## src/rtl/codec_mode_pkg.sv

```systemverilog
package codec_mode_pkg;
  localparam int WORD_W      = 16;
  localparam int MCE_POS     = 15;
  localparam int IDX_HI      = 11;
  localparam int IDX_LO      = 8;
  localparam logic [3:0] IDX_MISC = 4'b1100;
  localparam logic [3:0] IDX_IFC  = 4'b1001;
  localparam int FRS_POS     = 7;
  localparam int TSSEL_POS   = 6;
  localparam int ACAL_POS    = 3;

  typedef struct packed {
    logic frs;
    logic tssel;
    logic acal;
  } mode_cfg_t;
endpackage

```

## src/rtl/cmc_word_decode.sv

```systemverilog
module cmc_word_decode
  import codec_mode_pkg::*;
#(
  parameter int SLOT_W      = 5,
  parameter int SECOND_SLOT = 16
) (
  input  logic              word_valid,
  input  logic [SLOT_W-1:0] word_slot,
  input  logic [WORD_W-1:0] word_data,
  input  logic              frs_live,
  output logic              accept,
  output logic              mce_bit,
  output logic              misc_wr,
  output logic              ifc_wr,
  output logic              frs_bit,
  output logic              tssel_bit,
  output logic              acal_bit
);
  logic [3:0] idx;
  logic       slot_ok;
  logic       unused_bits;

  assign idx     = word_data[IDX_HI:IDX_LO];
  assign slot_ok = (word_slot == '0) ||
                   (!frs_live && word_slot == SLOT_W'(SECOND_SLOT));
  assign accept  = word_valid && slot_ok;
  assign mce_bit = word_data[MCE_POS];
  assign misc_wr = accept && mce_bit && (idx == IDX_MISC);
  assign ifc_wr  = accept && mce_bit && (idx == IDX_IFC);
  assign frs_bit   = word_data[FRS_POS];
  assign tssel_bit = word_data[TSSEL_POS];
  assign acal_bit  = word_data[ACAL_POS];
  assign unused_bits = ^{word_data[14:12], word_data[5:4], word_data[2:0]};
endmodule

```

## src/rtl/cmc_config_stage.sv

```systemverilog
module cmc_config_stage
  import codec_mode_pkg::*;
(
  input  logic      clk,
  input  logic      rst,
  input  logic      misc_wr,
  input  logic      ifc_wr,
  input  logic      frs_bit,
  input  logic      tssel_bit,
  input  logic      acal_bit,
  input  logic      frame_sync,
  output mode_cfg_t live
);
  mode_cfg_t shadow;

  always_ff @(posedge clk) begin
    if (rst) begin
      shadow <= '0;
      live   <= '0;
    end else begin
      if (frame_sync) live <= shadow;
      if (misc_wr) begin
        shadow.frs   <= frs_bit;
        shadow.tssel <= tssel_bit;
      end
      if (ifc_wr) shadow.acal <= acal_bit;
    end
  end
endmodule

```

## src/rtl/cmc_cal_seq.sv

```systemverilog
module cmc_cal_seq #(
  parameter int CAL_FRAMES = 4,
  localparam int CNT_W = $clog2(CAL_FRAMES + 1)
) (
  input  logic clk,
  input  logic rst,
  input  logic accept,
  input  logic mce_bit,
  input  logic acal_live,
  input  logic frame_sync,
  output logic mce_active,
  output logic cal_req,
  output logic cal_busy,
  output logic not_ready
);
  logic [CNT_W-1:0] frame_cnt;
  logic             exit_evt;

  assign exit_evt = accept && !mce_bit && mce_active;

  always_ff @(posedge clk) begin
    if (rst) begin
      mce_active <= 1'b1;
      cal_req    <= 1'b0;
      cal_busy   <= 1'b0;
      not_ready  <= 1'b1;
      frame_cnt  <= '0;
    end else begin
      cal_req <= 1'b0;
      if (accept) mce_active <= mce_bit;
      if (cal_busy) begin
        if (frame_sync) begin
          if (frame_cnt == CNT_W'(CAL_FRAMES - 1)) begin
            cal_busy  <= 1'b0;
            not_ready <= 1'b0;
            frame_cnt <= '0;
          end else begin
            frame_cnt <= frame_cnt + 1'b1;
          end
        end
      end else if (exit_evt && acal_live) begin
        cal_req   <= 1'b1;
        cal_busy  <= 1'b1;
        frame_cnt <= '0;
      end
    end
  end
endmodule

```

## src/rtl/codec_mode_ctrl.sv

```systemverilog
module codec_mode_ctrl
  import codec_mode_pkg::*;
#(
  parameter int SLOT_W      = 5,
  parameter int SECOND_SLOT = 16,
  parameter int CAL_FRAMES  = 4
) (
  input  logic              clk,
  input  logic              rst,
  input  logic              word_valid,
  input  logic [SLOT_W-1:0] word_slot,
  input  logic [15:0]       word_data,
  input  logic              frame_sync,
  output logic              cfg_frs,
  output logic              cfg_tssel,
  output logic              cfg_acal,
  output logic              mce_active,
  output logic              cal_req,
  output logic              cal_busy,
  output logic              not_ready
);
  mode_cfg_t live;
  logic accept, mce_bit, misc_wr, ifc_wr, frs_bit, tssel_bit, acal_bit;

  cmc_word_decode #(.SLOT_W(SLOT_W), .SECOND_SLOT(SECOND_SLOT)) dec_i (
    .word_valid(word_valid), .word_slot(word_slot), .word_data(word_data),
    .frs_live(live.frs), .accept(accept), .mce_bit(mce_bit),
    .misc_wr(misc_wr), .ifc_wr(ifc_wr), .frs_bit(frs_bit),
    .tssel_bit(tssel_bit), .acal_bit(acal_bit)
  );

  cmc_config_stage cfg_i (
    .clk(clk), .rst(rst), .misc_wr(misc_wr), .ifc_wr(ifc_wr),
    .frs_bit(frs_bit), .tssel_bit(tssel_bit), .acal_bit(acal_bit),
    .frame_sync(frame_sync), .live(live)
  );

  cmc_cal_seq #(.CAL_FRAMES(CAL_FRAMES)) cal_i (
    .clk(clk), .rst(rst), .accept(accept), .mce_bit(mce_bit),
    .acal_live(live.acal), .frame_sync(frame_sync),
    .mce_active(mce_active), .cal_req(cal_req), .cal_busy(cal_busy),
    .not_ready(not_ready)
  );

  assign cfg_frs   = live.frs;
  assign cfg_tssel = live.tssel;
  assign cfg_acal  = live.acal;
endmodule

```

## config.mk

```make
export PLATFORM = sky130hd
export DESIGN_NAME = codec_mode_ctrl
export DESIGN_NICKNAME = d
export VERILOG_FILES = /design/src/rtl/codec_mode_pkg.sv /design/src/rtl/cmc_word_decode.sv /design/src/rtl/cmc_config_stage.sv /design/src/rtl/cmc_cal_seq.sv /design/src/rtl/codec_mode_ctrl.sv
export SDC_FILE = /design/constraint.sdc
export NUM_CORES = 1
export LEC_CHECK = 0
export CAP_MARGIN = 20
export CORE_AREA = 3 3 40 42
export DETAILED_ROUTE_END_ITERATION = 6
export DIE_AREA = 0 0 43 45
export DONT_BUFFER_PORTS = 1
export PLACE_DENSITY = 0.64
export SLEW_MARGIN = 20
export SYNTH_ARGS = -nofsm -noshare
export SYNTH_HDL_FRONTEND = slang
export SYNTH_SLANG_ARGS = --single-unit
```

## constraint.sdc

```tcl
create_clock -name clk -period 1.8 [get_ports clk]
set_clock_uncertainty 0.1 [all_clocks]
set_input_delay 0.09 -clock clk [delete_from_list [all_inputs] [get_ports clk]]
set_output_delay 0.09 -clock clk [all_outputs]
set_load 0.02 [all_outputs]
```

==> results of run 1 <==
-- layout make-up --
class / count / share of cell area, %
multi-input cells: 42 / 40.64
flip-flops and latches: 13 / 35.08
repair buffers: 13 / 17.20
clock buffers: 4 / 3.541
well taps: 15 / 2.530
inverters: 2 / 1.012
-- state kept, by name, summed over array words and instances, names as in the netlist --
name / cells
cal_i.cal_busy: 1
cfg_i.shadow: 3
cal_i.frame_cnt: 3
cfg_i.live: 3
cal_i.not_ready: 1
cal_i.mce_active: 1
cal_i.cal_req: 1
-- timing repair --
action	CTS	global route
hold buffers	12	0
endpoints found under the setup margin	0	0
endpoints found under the hold margin	13	0
-- per-layer routing --
layer | track usage (%) | up-vias
li1 | - | 245
met1 | 16.95 | 229
met2 | 25.15 | 10
met3 | 5.179 | 2
met4 | 7.229 | 0
met5 | 0 | -
-- cells by family (layout without fill, tap and decap cells) --
family	after synthesis	after routing
flops	13	13
buf+inv	4	19
compound gates	8	8
simple gates	27	27
mux	6	6
fa+ha+maj	1	1
-- worst min path at each step --
| stage | to | depth (start not counted) | slack, ps | start |
|---|---|---|---|---|
| finish | cal_i.mce_active$_SDFFE_PP1P_ | 3 | 10 | word_slot[1] |
| global route | cal_i.mce_active$_SDFFE_PP1P_ | 3 | 10 | word_slot[1] |
| CTS | cal_i.mce_active$_SDFFE_PP1P_ | 3 | 5 | word_slot[1] |
| detailed placement | cal_i.cal_busy$_SDFF_PP0_ | 1 | 60 | rst |
| global placement | cal_i.cal_busy$_SDFF_PP0_ | 1 | 60 | rst |
| floorplan | cfg_i.shadow[0]$_SDFFE_PP0P_ | 2 | 130 | word_data[3] |
-- report_power, final --
group          internal, mW  leakage (nW)  switching [mW]  total [mW]
logic                0.0217         0.184          0.0153      0.0370
registers             0.288         0.105         0.00102       0.289
clock network        0.0856        0.0150          0.0879       0.174
-- worst min-delay path, stage by stage --
cell	delay, ps
sky130_fd_sc_hd__nor4_4	30
sky130_fd_sc_hd__a21boi_1	110
sky130_fd_sc_hd__a311o_1	120
-- cell usage in the layout, fill, tap and decap left out, drive strengths merged --
master	netlist	final
dlygate4sd3	0	12
and4	2	2
clkinv	1	1
clkbuf	0	4
nand4	1	1
a311o	1	1
a31o	1	1
nor4bb	3	3
nand3	2	2
ha	1	1
nor4b	1	1
nand2	8	8
nand2b	1	1
dfxtp	13	13
nor2	4	4
buf	2	1
and2	1	1
mux2i	6	6
o21ai	2	2
nor2b	1	1
and3	1	1
nor4	2	2
inv	1	1
a21o	1	1
a21boi	2	2
a21oi	1	1
==> run summary, run 1 <==
floorplan core area -> 0.001285 sq mm
RSZ-0062 raised after global routing -> false
Clock Path Buffers -> 2
H-tree level count -> 1
syn avg cell area -> 9.819 sq um
first drt pass iteration count -> 3
largest area contributor in the synthesized netlist -> sky130_fd_sc_hd__dfxtp_1
number of cells on the critical path -> 5
Root Buffer Master -> sky130_fd_sc_hd__clkbuf_4
number of antenna violations at the first check in global routing -> 0
pre-CTS setup slack -> 389.2 ps
crit end category -> flop
synth warn -> 0
die extent in x -> 43 um
post-route total power -> 0.4993 mW
die span in y -> 45 um
number of top-level pins -> 32
Largest delay share family, worst path -> buffers and inverters
nets in the synthesized netlist -> 85
CP most frequent cell -> sky130_fd_sc_hd__dlygate4sd3_1
CTS sink cnt -> 13
capturing element of the worst setup path -> cfg_i.shadow[0]$_SDFFE_PP0P_
CTS Buf Count -> 3
flip-flop cell with the highest count after synthesis -> sky130_fd_sc_hd__dfxtp_1
number of global-route vias before repair -> 472
final RePlAce weighted congestion -> 0.6915
most frequently used cell type in the post-synthesis netlist -> sky130_fd_sc_hd__dfxtp_1
Sum Neg Setup Slack -> 0 ps
number of cell rows -> 13
clock tree from TritonCTS -> built
post-synthesis xor/xnor area fraction -> 0%
final critical-path share of the clock period -> 94.10%
area of the multi-input gates -> 301.5 sq um
compound-cell area share of the yosys netlist -> 9.935%
tightest slew margin relative to the limit -> 76.05%
setup violators final -> 0
CP cell instances -> dlygate4sd3_1, nor4_4, dlygate4sd3_1, nand4_1, mux2i_1
post-synthesis adder-cell area fraction -> 2.160%
cell type of the slowest stage on the worst timing path -> sky130_fd_sc_hd__dlygate4sd3_1
post-CTS resize count -> 0
vias per std cell -> 5.461
total length of routed wires -> 1.228 mm
highest metal layer with signal wires -> met4
Total Routing Usage GR -> 14.92%
Largest stage delay, worst path -> 600 ps
Async S/R FF share, synth -> 0%
Max Transition Viols Final -> 0
number of cells on the worst reg-to-reg path -> 3
final standard cell area without fillers -> 742.0 sq um
static power due to leakage -> 0.3035 nW
remaining routing DRC violations -> 0
combinational family with the most area after synthesis -> simple AND/OR/NAND/NOR gates
Placed Cells -> 73
required time of the worst setup path -> 1860 ps
number of buffers added on ports -> 0
wl on met1 -> 512 um
number of maximum-capacitance constraint violations -> 0
type of the worst min-delay path -> input pin to flop
kind of launch point of the worst setup path -> input pin
wire length per cell after detailed routing -> 13.80 um
fill count -> 124
reg-to-reg slack, setup -> 380 ps
number of nets in the layout -> 101
wire length of the first global-routing pass -> 2.104 mm
commonest cells in the synthesized netlist -> sky130_fd_sc_hd__dfxtp_1, sky130_fd_sc_hd__nand2_1, sky130_fd_sc_hd__mux2i_1
minimum setup slack in the final design -> 106.2 ps
layout cell share with drive strength beyond 1 -> 9.459%
achievable frequency -> 590.4 MHz
post-synthesis sequential area ratio -> 44.92%
final core utilization -> 57.74%
EDFF count, synth -> 0
slew of the pin with the lowest slew margin -> 358.0 ps
highest fanout seen on the critical path -> 5
clock latency reported for the late side of the worst-skew pair -> 270 ps
flop and latch count out of synthesis -> 13
area added between synthesis and finish -> 28.08%
r2r endpoint -> cal_i.frame_cnt[2]$_SDFFE_PP0P_
Congestion Overflow GR -> 0
Routed met3 length -> 73 um
diode insertion count for antenna repair -> 0
area of the die -> 0.001935 sq mm
beginning of the worst register-to-register path -> cfg_i.live[2]$_SDFFE_PP0P_
post-synthesis cell count -> 59
initial DRC count -> 4
Post-CTS Repair Setup Buffers -> 0
time the worst path needs with I/O delays and setup -> 1694 ps
Mapped Area -> 579.3 sq um
largest net degree at the start of global routing -> 11
minimum hold slack -> 14.13 ps
Buf/Inv on CP -> 2
simple-gate portion of the synthesized area -> 29.59%
area share of the largest cell type after synthesis -> 44.92%
initial standard-cell utilization of the core -> 45.08%
number of distinct library cells after synthesis -> 26
cell area power density -> 673.0 mW/mm^2
worst vdd ir -> 0.4444 mV
sequential cell area -> 260.3 sq um
source of the critical timing path -> word_slot[2]
non-filler instance count after layout -> 89
post-place instance area -> 595.6 sq um
multiplexer area fraction after synthesis -> 10.37%
vias post-DR -> 486
class of the most critical setup path -> input pin to flop
leading post-synthesis cells by cell area -> sky130_fd_sc_hd__dfxtp_1, sky130_fd_sc_hd__mux2i_1, sky130_fd_sc_hd__nor4bb_1, sky130_fd_sc_hd__nand2_1, sky130_fd_sc_hd__nor4_4
clock-pin slew on the worst setup and hold paths -> 80 ps
run status -> finished clean
Arr. time, crit path -> 1760 ps
post-detailed-route count of antenna-violating nets -> 0
met2 routed wirelength -> 628 um
Final Hold Vio Count -> 0
(Power assumes the default switching activity.)
==> run 2: changes to the inputs <==
--- a/config.mk
+++ b/config.mk
@@ -10,6 +10,7 @@
 export DETAILED_ROUTE_END_ITERATION = 6
 export DIE_AREA = 0 0 43 45
 export DONT_BUFFER_PORTS = 1
+export MAX_ROUTING_LAYER = met4
 export PLACE_DENSITY = 0.64
 export SLEW_MARGIN = 20
 export SYNTH_ARGS = -nofsm -noshare
==> run 2 against run 1 <==
Effect of this change:
- combinational power about the same
- final cell count unchanged
- largest cell class unchanged
- die area did not move
- critical path type unchanged
- clock power is essentially flat
- critical endpoint unchanged
- largest power group unchanged
==> run summary, run 2 (synthesis gave the netlist of run 1 again) <==
largest registers -> cal_i.frame_cnt (3), cfg_i.live (3), cfg_i.shadow (3) (unchanged)
sequential cell area -> 260.3 sq um (unchanged)
slew of the pin with the lowest slew margin -> 358.7 ps (was 358.0 ps)
Largest stage delay, worst path -> 600 ps (about the same)
achievable frequency -> 590.7 MHz (was 590.4 MHz)
clock latency reported for the late side of the worst-skew pair -> 270 ps (about the same)
most used cells in the layout excluding fill and tap cells -> sky130_fd_sc_hd__dfxtp_1, sky130_fd_sc_hd__dlygate4sd3_1, sky130_fd_sc_hd__nand2_1 (unchanged)
number of maximum-capacitance constraint violations -> 0 (unchanged)
number of top-level pins -> 32 (unchanged)
most frequent standard cell in the layout excluding fill and tap cells -> sky130_fd_sc_hd__dfxtp_1 (unchanged)
remaining routing DRC violations -> 0 (unchanged)
Final Hold Vio Count -> 0 (unchanged)
post-detailed-route count of antenna-violating nets -> 0 (unchanged)
initial standard-cell utilization of the core -> 45.08% (unchanged)
type of the worst min-delay path -> input pin to flop (unchanged)
diode insertion count for antenna repair -> 0 (unchanged)
worst vdd ir -> 0.4452 mV (was 0.4444 mV)
total length of routed wires -> 1.227 mm (was 1.228 mm)
time the worst path needs with I/O delays and setup -> 1693 ps (was 1694 ps)
final core utilization -> 57.74% (unchanged)
Post-CTS Repair Setup Buffers -> 0 (unchanged)
number of antenna violations at the first check in global routing -> 0 (unchanged)
kind of launch point of the worst setup path -> input pin (unchanged)
Arr. time, crit path -> 1760 ps (about the same)
final critical-path share of the clock period -> 94.06% (was 94.10%)
class of the most critical setup path -> input pin to flop (unchanged)
setup violators final -> 0 (unchanged)
area of the die -> 0.001935 sq mm (unchanged)
die extent in x -> 43 um (unchanged)
H-tree level count -> 1 (unchanged)
die span in y -> 45 um (unchanged)
static power due to leakage -> 0.3035 nW (unchanged)
wire length of the first global-routing pass -> 2.111 mm (was 2.104 mm)
layout cell share with drive strength beyond 1 -> 9.459% (unchanged)
CTS Buf Count -> 3 (unchanged)
CP cell instances -> dlygate4sd3_1, nor4_4, dlygate4sd3_1, nand4_1, mux2i_1 (unchanged)
RSZ-0062 raised after global routing -> false (unchanged)
required time of the worst setup path -> 1860 ps (about the same)
Root Buffer Master -> sky130_fd_sc_hd__clkbuf_4 (unchanged)
cell area power density -> 673.5 mW/mm^2 (was 673.0 mW/mm^2)
vias per std cell -> 5.483 (was 5.461)
final RePlAce weighted congestion -> 0.6989 (was 0.6915)
clock-pin slew on the worst setup and hold paths -> 80 ps (about the same)
post-place instance area -> 595.6 sq um (unchanged)
area added between synthesis and finish -> 28.08% (unchanged)
number of cell rows -> 13 (unchanged)
wire length per cell after detailed routing -> 13.79 um (was 13.80 um)
Sum Neg Setup Slack -> 0 ps (unchanged)
floorplan core area -> 0.001285 sq mm (unchanged)
clock tree from TritonCTS -> built (unchanged)
area of the multi-input gates -> 301.5 sq um (unchanged)
Clock Path Buffers -> 2 (unchanged)
Max Transition Viols Final -> 0 (unchanged)
vias post-DR -> 488 (was 486)
largest net degree at the start of global routing -> 11 (unchanged)
final standard cell area without fillers -> 742.0 sq um (unchanged)
Total Routing Usage GR -> 15.37% (was 14.92%)
tightest slew margin relative to the limit -> 76.01% (was 76.05%)
highest fanout seen on the critical path -> 5 (unchanged)
CTS sink cnt -> 13 (unchanged)
number of buffers added on ports -> 0 (unchanged)
Congestion Overflow GR -> 0 (unchanged)
CP most frequent cell -> sky130_fd_sc_hd__dlygate4sd3_1 (unchanged)
initial DRC count -> 4 (unchanged)
run status -> finished clean (unchanged)
number of nets in the layout -> 101 (unchanged)
fill count -> 124 (unchanged)
cell type of the slowest stage on the worst timing path -> sky130_fd_sc_hd__dlygate4sd3_1 (unchanged)
crit end category -> flop (unchanged)
first drt pass iteration count -> 3 (unchanged)
number of global-route vias before repair -> 471 (was 472)
==> run 2: cell counts in the layout (fill, tap and decap cells not counted) <==
No cell type changed its count.
==> run 2: repair_timing <==
item / 4_1_cts / 5_1_grt
hold buffers: 12 / 0
gates resized for setup: 0 / 0
hold endpoints to repair: 13 / 0
==> run 2: layout make-up <==
class | count | share of cell area (%)
tap | 15 | 2.530
timing repair buffer | 13 | 17.20
sequential | 13 | 35.08
clock buffer | 4 | 3.541
multi-input combinational | 42 | 40.64
inverter | 2 | 1.012
==> run 2: per-layer routing <==
metal / wire length (um) / global-route usage (%) / share of wire, % / up-vias
met2: 624 / 25.15 / 51 / 10
li1: - / - / - / 245
met3: 73 / 5.179 / 5.9 / 2
met4: 13 / 7.229 / 1.1 / 0
met1: 515 / 16.95 / 42 / 231
met5: 0 / - / 0 / -
==> run 2: worst paths after layout <==
check	to	cells past startpoint	from	slack (ps)
setup / recovery	cfg_i.shadow[0]$_SDFFE_PP0P_	5	word_slot[2]	110
hold / removal	cal_i.mce_active$_SDFFE_PP1P_	3	word_slot[1]	10
setup reg to reg	cal_i.frame_cnt[2]$_SDFFE_PP0P_	3	cfg_i.live[2]$_SDFFE_PP0P_	380
hold reg to reg	cfg_i.shadow[1]$_SDFFE_PP0P_	2	cfg_i.shadow[1]$_SDFFE_PP0P_	370
==> run 2: power breakdown <==
group / switching, mW / leakage [nW] / total [mW] / internal, mW
Sequential: 0.00102 / 0.105 / 0.289 / 0.288
Combinational: 0.0153 / 0.184 / 0.0370 / 0.0217
Clock: 0.0882 / 0.0150 / 0.174 / 0.0856
==> run 2: worst max-delay path: cells and delay by family <==
kind,cells,cell delay [ps]
multiplexers,1,150
AND/OR/NAND/NOR,2,340
buffers and inverters,2,1170
==> run 2: through the flow <==
stage	instances	power [mW]	hold WS [ps]	setup WS [ps]
floorplan	59	0.3132	128.8	478.2
global placement	73	0.3098	61.79	376.4
CTS	89	0.5086	4.652	98.28
detailed placement	73	0.3103	61.97	389.2
global route	89	0.5206	12.60	11.10
finish	89	0.4997	13.06	107.0
==> run 3: changes to the inputs <==
--- a/config.mk
+++ b/config.mk
@@ -7,6 +7,7 @@
 export LEC_CHECK = 0
 export CAP_MARGIN = 20
 export CORE_AREA = 3 3 40 42
+export CTS_BUF_LIST = sky130_fd_sc_hd__clkbuf_4 sky130_fd_sc_hd__clkbuf_8
 export DETAILED_ROUTE_END_ITERATION = 6
 export DIE_AREA = 0 0 43 45
 export DONT_BUFFER_PORTS = 1
@@ -15,4 +16,5 @@
 export SLEW_MARGIN = 20
 export SYNTH_ARGS = -nofsm -noshare
 export SYNTH_HDL_FRONTEND = slang
+export SYNTH_HIERARCHICAL = 1
 export SYNTH_SLANG_ARGS = --single-unit
==> run 3 against run 2 <==
Effect of this change:
- clock power rose by 9%
- flip-flop and latch count did not move
- cell area shrank 8.8%
- die area stayed put
- wire length decreased by 17%
==> run summary, run 3 <==
static power due to leakage -> 0.2691 nW (was 0.3035 nW)
cell area power density -> 747.7 mW/mm^2 (was 673.5 mW/mm^2)
die extent in x -> 43 um (unchanged)
CP cell instances -> a211o_1, nor2_1, nor2b_4, nand4b_4, a41o_1 (was dlygate4sd3_1, nor4_4, dlygate4sd3_1, nand4_1, mux2i_1)
first drt pass iteration count -> 4 (was 3)
class of the most critical setup path -> flop to flop (was input pin to flop)
largest registers -> cal_i/frame_cnt (3), cfg_i/live (3), cfg_i/shadow (3) (was cal_i.frame_cnt (3), cfg_i.live (3), cfg_i.shadow (3))
kind of launch point of the worst setup path -> flop (was input pin)
Async S/R FF share, synth -> 0% (unchanged)
number of global-route vias before repair -> 386 (was 471)
largest net degree at the start of global routing -> 12 (was 11)
Max Transition Viols Final -> 0 (unchanged)
time the worst path needs with I/O delays and setup -> 1547 ps (was 1693 ps)
initial DRC count -> 3 (was 4)
type of the worst min-delay path -> input pin to flop (unchanged)
layout cell share with drive strength beyond 1 -> 15.38% (was 9.459%)
final critical-path share of the clock period -> 85.96% (was 94.06%)
most frequently used cell type in the post-synthesis netlist -> sky130_fd_sc_hd__dfxtp_1 (unchanged)
RSZ-0062 raised after global routing -> false (unchanged)
H-tree level count -> 1 (unchanged)
Final Hold Vio Count -> 0 (unchanged)
clock tree from TritonCTS -> built (unchanged)
number of nets in the layout -> 92 (was 101)
final RePlAce weighted congestion -> 0.7401 (was 0.6989)
flop and latch count out of synthesis -> 13 (unchanged)
post-synthesis cell count -> 57 (was 59)
vias per std cell -> 5.300 (was 5.483)
initial standard-cell utilization of the core -> 45.37% (was 45.08%)
area added between synthesis and finish -> 16.09% (was 28.08%)
crit end category -> flop (unchanged)
EDFF count, synth -> 0 (unchanged)
number of top-level pins -> 32 (unchanged)
vias post-DR -> 424 (was 488)
Sum Neg Setup Slack -> 0 ps (unchanged)
required time of the worst setup path -> 1860 ps (about the same)
slew of the pin with the lowest slew margin -> 407.9 ps (was 358.7 ps)
total length of routed wires -> 1.023 mm (was 1.227 mm)
commonest cells in the synthesized netlist -> sky130_fd_sc_hd__dfxtp_1, sky130_fd_sc_hd__nor2_1, sky130_fd_sc_hd__mux2i_1 (was sky130_fd_sc_hd__dfxtp_1, sky130_fd_sc_hd__nand2_1, sky130_fd_sc_hd__mux2i_1)
wire length per cell after detailed routing -> 12.79 um (was 13.79 um)
post-synthesis sequential area ratio -> 44.64% (was 44.92%)
tightest slew margin relative to the limit -> 72.72% (was 76.01%)
Post-CTS Repair Setup Buffers -> 0 (unchanged)
Mapped Area -> 583.1 sq um (was 579.3 sq um)
most used cells in the layout excluding fill and tap cells -> sky130_fd_sc_hd__dfxtp_1, sky130_fd_sc_hd__nor2_1, sky130_fd_sc_hd__dlygate4sd3_1, sky130_fd_sc_hd__mux2i_1, sky130_fd_sc_hd__clkbuf_4 (was sky130_fd_sc_hd__dfxtp_1, sky130_fd_sc_hd__dlygate4sd3_1, sky130_fd_sc_hd__nand2_1)
synth warn -> 6 (was 0)
number of maximum-capacitance constraint violations -> 0 (unchanged)
floorplan core area -> 0.001285 sq mm (unchanged)
clock-pin slew on the worst setup and hold paths -> 80 ps (about the same)
largest area contributor in the synthesized netlist -> sky130_fd_sc_hd__dfxtp_1 (unchanged)
syn avg cell area -> 10.23 sq um (was 9.819 sq um)
Largest stage delay, worst path -> 320 ps (was 600 ps)
run status -> finished clean (unchanged)
CTS Buf Count -> 3 (unchanged)
setup violators final -> 0 (unchanged)
post-route total power -> 0.5061 mW (was 0.4997 mW)
non-filler instance count after layout -> 80 (was 89)
achievable frequency -> 646.3 MHz (was 590.7 MHz)
die span in y -> 45 um (unchanged)
remaining routing DRC violations -> 0 (unchanged)
area share of the largest cell type after synthesis -> 44.64% (was 44.92%)
wire length of the first global-routing pass -> 1.718 mm (was 2.111 mm)
Root Buffer Master -> sky130_fd_sc_hd__clkbuf_4 (unchanged)
Arr. time, crit path -> 1610 ps (was 1760 ps)
Clock Path Buffers -> 2 (unchanged)
Placed Cells -> 70 (was 73)
clock latency reported for the late side of the worst-skew pair -> 270 ps (about the same)
CTS sink cnt -> 13 (unchanged)
diode insertion count for antenna repair -> 0 (unchanged)
area of the die -> 0.001935 sq mm (unchanged)
most frequent standard cell in the layout excluding fill and tap cells -> sky130_fd_sc_hd__dfxtp_1 (unchanged)
worst vdd ir -> 0.4073 mV (was 0.4452 mV)
number of cell rows -> 13 (unchanged)
flip-flop cell with the highest count after synthesis -> sky130_fd_sc_hd__dfxtp_1 (unchanged)
Total Routing Usage GR -> 12.84% (was 15.37%)
highest fanout seen on the critical path -> 5 (unchanged)
Largest delay share family, worst path -> compound AO/OA/AOI/OAI gates (was buffers and inverters)
nets in the synthesized netlist -> 83 (was 85)
cell type of the slowest stage on the worst timing path -> sky130_fd_sc_hd__a211o_1 (was sky130_fd_sc_hd__dlygate4sd3_1)
post-detailed-route count of antenna-violating nets -> 0 (unchanged)
number of buffers added on ports -> 0 (unchanged)
number of antenna violations at the first check in global routing -> 0 (unchanged)
number of distinct library cells after synthesis -> 21 (was 26)
Buf/Inv on CP -> 0 (was 2)
Congestion Overflow GR -> 0 (unchanged)
leading post-synthesis cells by cell area -> sky130_fd_sc_hd__dfxtp_1, sky130_fd_sc_hd__mux2i_1, sky130_fd_sc_hd__nor2_1, sky130_fd_sc_hd__buf_4, sky130_fd_sc_hd__nand4b_4 (was sky130_fd_sc_hd__dfxtp_1, sky130_fd_sc_hd__mux2i_1, sky130_fd_sc_hd__nor4bb_1, sky130_fd_sc_hd__nand2_1, sky130_fd_sc_hd__nor4_4)
## run 3: changes by cell type in the layout (fill, tap and decap cells not counted), moves of 2 or more
| cell | delta |
|---|---|
| sky130_fd_sc_hd__a21boi_1 | -2 |
| sky130_fd_sc_hd__nor4bb_1 | -3 |
| sky130_fd_sc_hd__a41o_1 | +2 |
| sky130_fd_sc_hd__nand2b_1 | +2 |
| sky130_fd_sc_hd__dlygate4sd3_1 | -6 |
| sky130_fd_sc_hd__nand2_1 | -6 |
| sky130_fd_sc_hd__nor2_1 | +5 |
## run 3: worst register-to-register path: stages (launching register included)
cell,delay [ps]
sky130_fd_sc_hd__dfxtp_1,310
sky130_fd_sc_hd__a211o_1,320
sky130_fd_sc_hd__nor2_1,130
sky130_fd_sc_hd__nor2b_4,190
sky130_fd_sc_hd__nand4b_4,140
sky130_fd_sc_hd__a41o_1,250
## run 3: timing repair
action | CTS | global route
gates resized for setup | 0 | 0
hold buffers | 6 | 0
endpoints found under the hold margin | 12 | 0
## run 3: kinds of logic (layout without fill, tap and decap cells)
| family | count (synthesis) | after routing | synth area share, % |
|---|---|---|---|
| compound gates | 7 | 7 | 8.368 |
| buf+inv | 6 | 14 | 6.438 |
| simple gates | 24 | 24 | 28.11 |
| flops | 13 | 13 | 44.64 |
| fa+ha+maj | 1 | 1 | 2.146 |
| mux | 6 | 6 | 10.30 |
## run 3: final timing paths
path	cells after the start	to	startpoint	slack [ps]
worst min-delay path	2	cal_i/frame_cnt[2]$_SDFFE_PP0P_	frame_sync	5
worst max-delay path	5	cal_i/frame_cnt[1]$_SDFFE_PP0P_	cfg_i/live[2]$_SDFFE_PP0P_	250
worst max register to register	5	cal_i/frame_cnt[1]$_SDFFE_PP0P_	cfg_i/live[2]$_SDFFE_PP0P_	250
worst min register to register	2	cfg_i/live[0]$_SDFFE_PP0P_	cfg_i/shadow[0]$_SDFFE_PP0P_	390
## run 3: final cells by class
class	count	area [sq um]
inverters	2	7.507
multi-input cells	38	285.3
flip-flops and latches	13	260.3
clock buffers	4	30.03
well taps	15	18.77
repair buffers	8	75.07
fillers	126	608.1
## run 3: through the flow
stage	utilization, %	setup slack [ps]	area [sq um]	hold WS (ps)
2_1_floorplan	-	178.2	583.1	59.07
3_3_place_gp	45.67	257.7	586.8	62.33
3_5_place_dp	45.67	241.1	586.8	65.58
4_1_cts	52.68	229.8	676.9	4.505
5_1_grt	52.68	132.9	676.9	21.51
6_report	52.68	252.6	676.9	4.657
## run 3: power by group
part | leakage (nW) | switching (mW) | internal, mW | total [mW]
Combinational | 0.146 | 0.0127 | 0.0148 | 0.0275
Clock | 0.0184 | 0.0895 | 0.101 | 0.190
Sequential | 0.105 | 0.000786 | 0.288 | 0.288
Total | 0.269 | 0.103 | 0.403 | 0.506
## run 3: routing by layer
metal	up-vias	global-route usage [%]	part of all wire, %
li1	215	-	-
met1	186	16.14	44
met2	19	17.37	44
met3	4	3.984	9.8
met4	0	9.036	2.6
met5	-	-	0
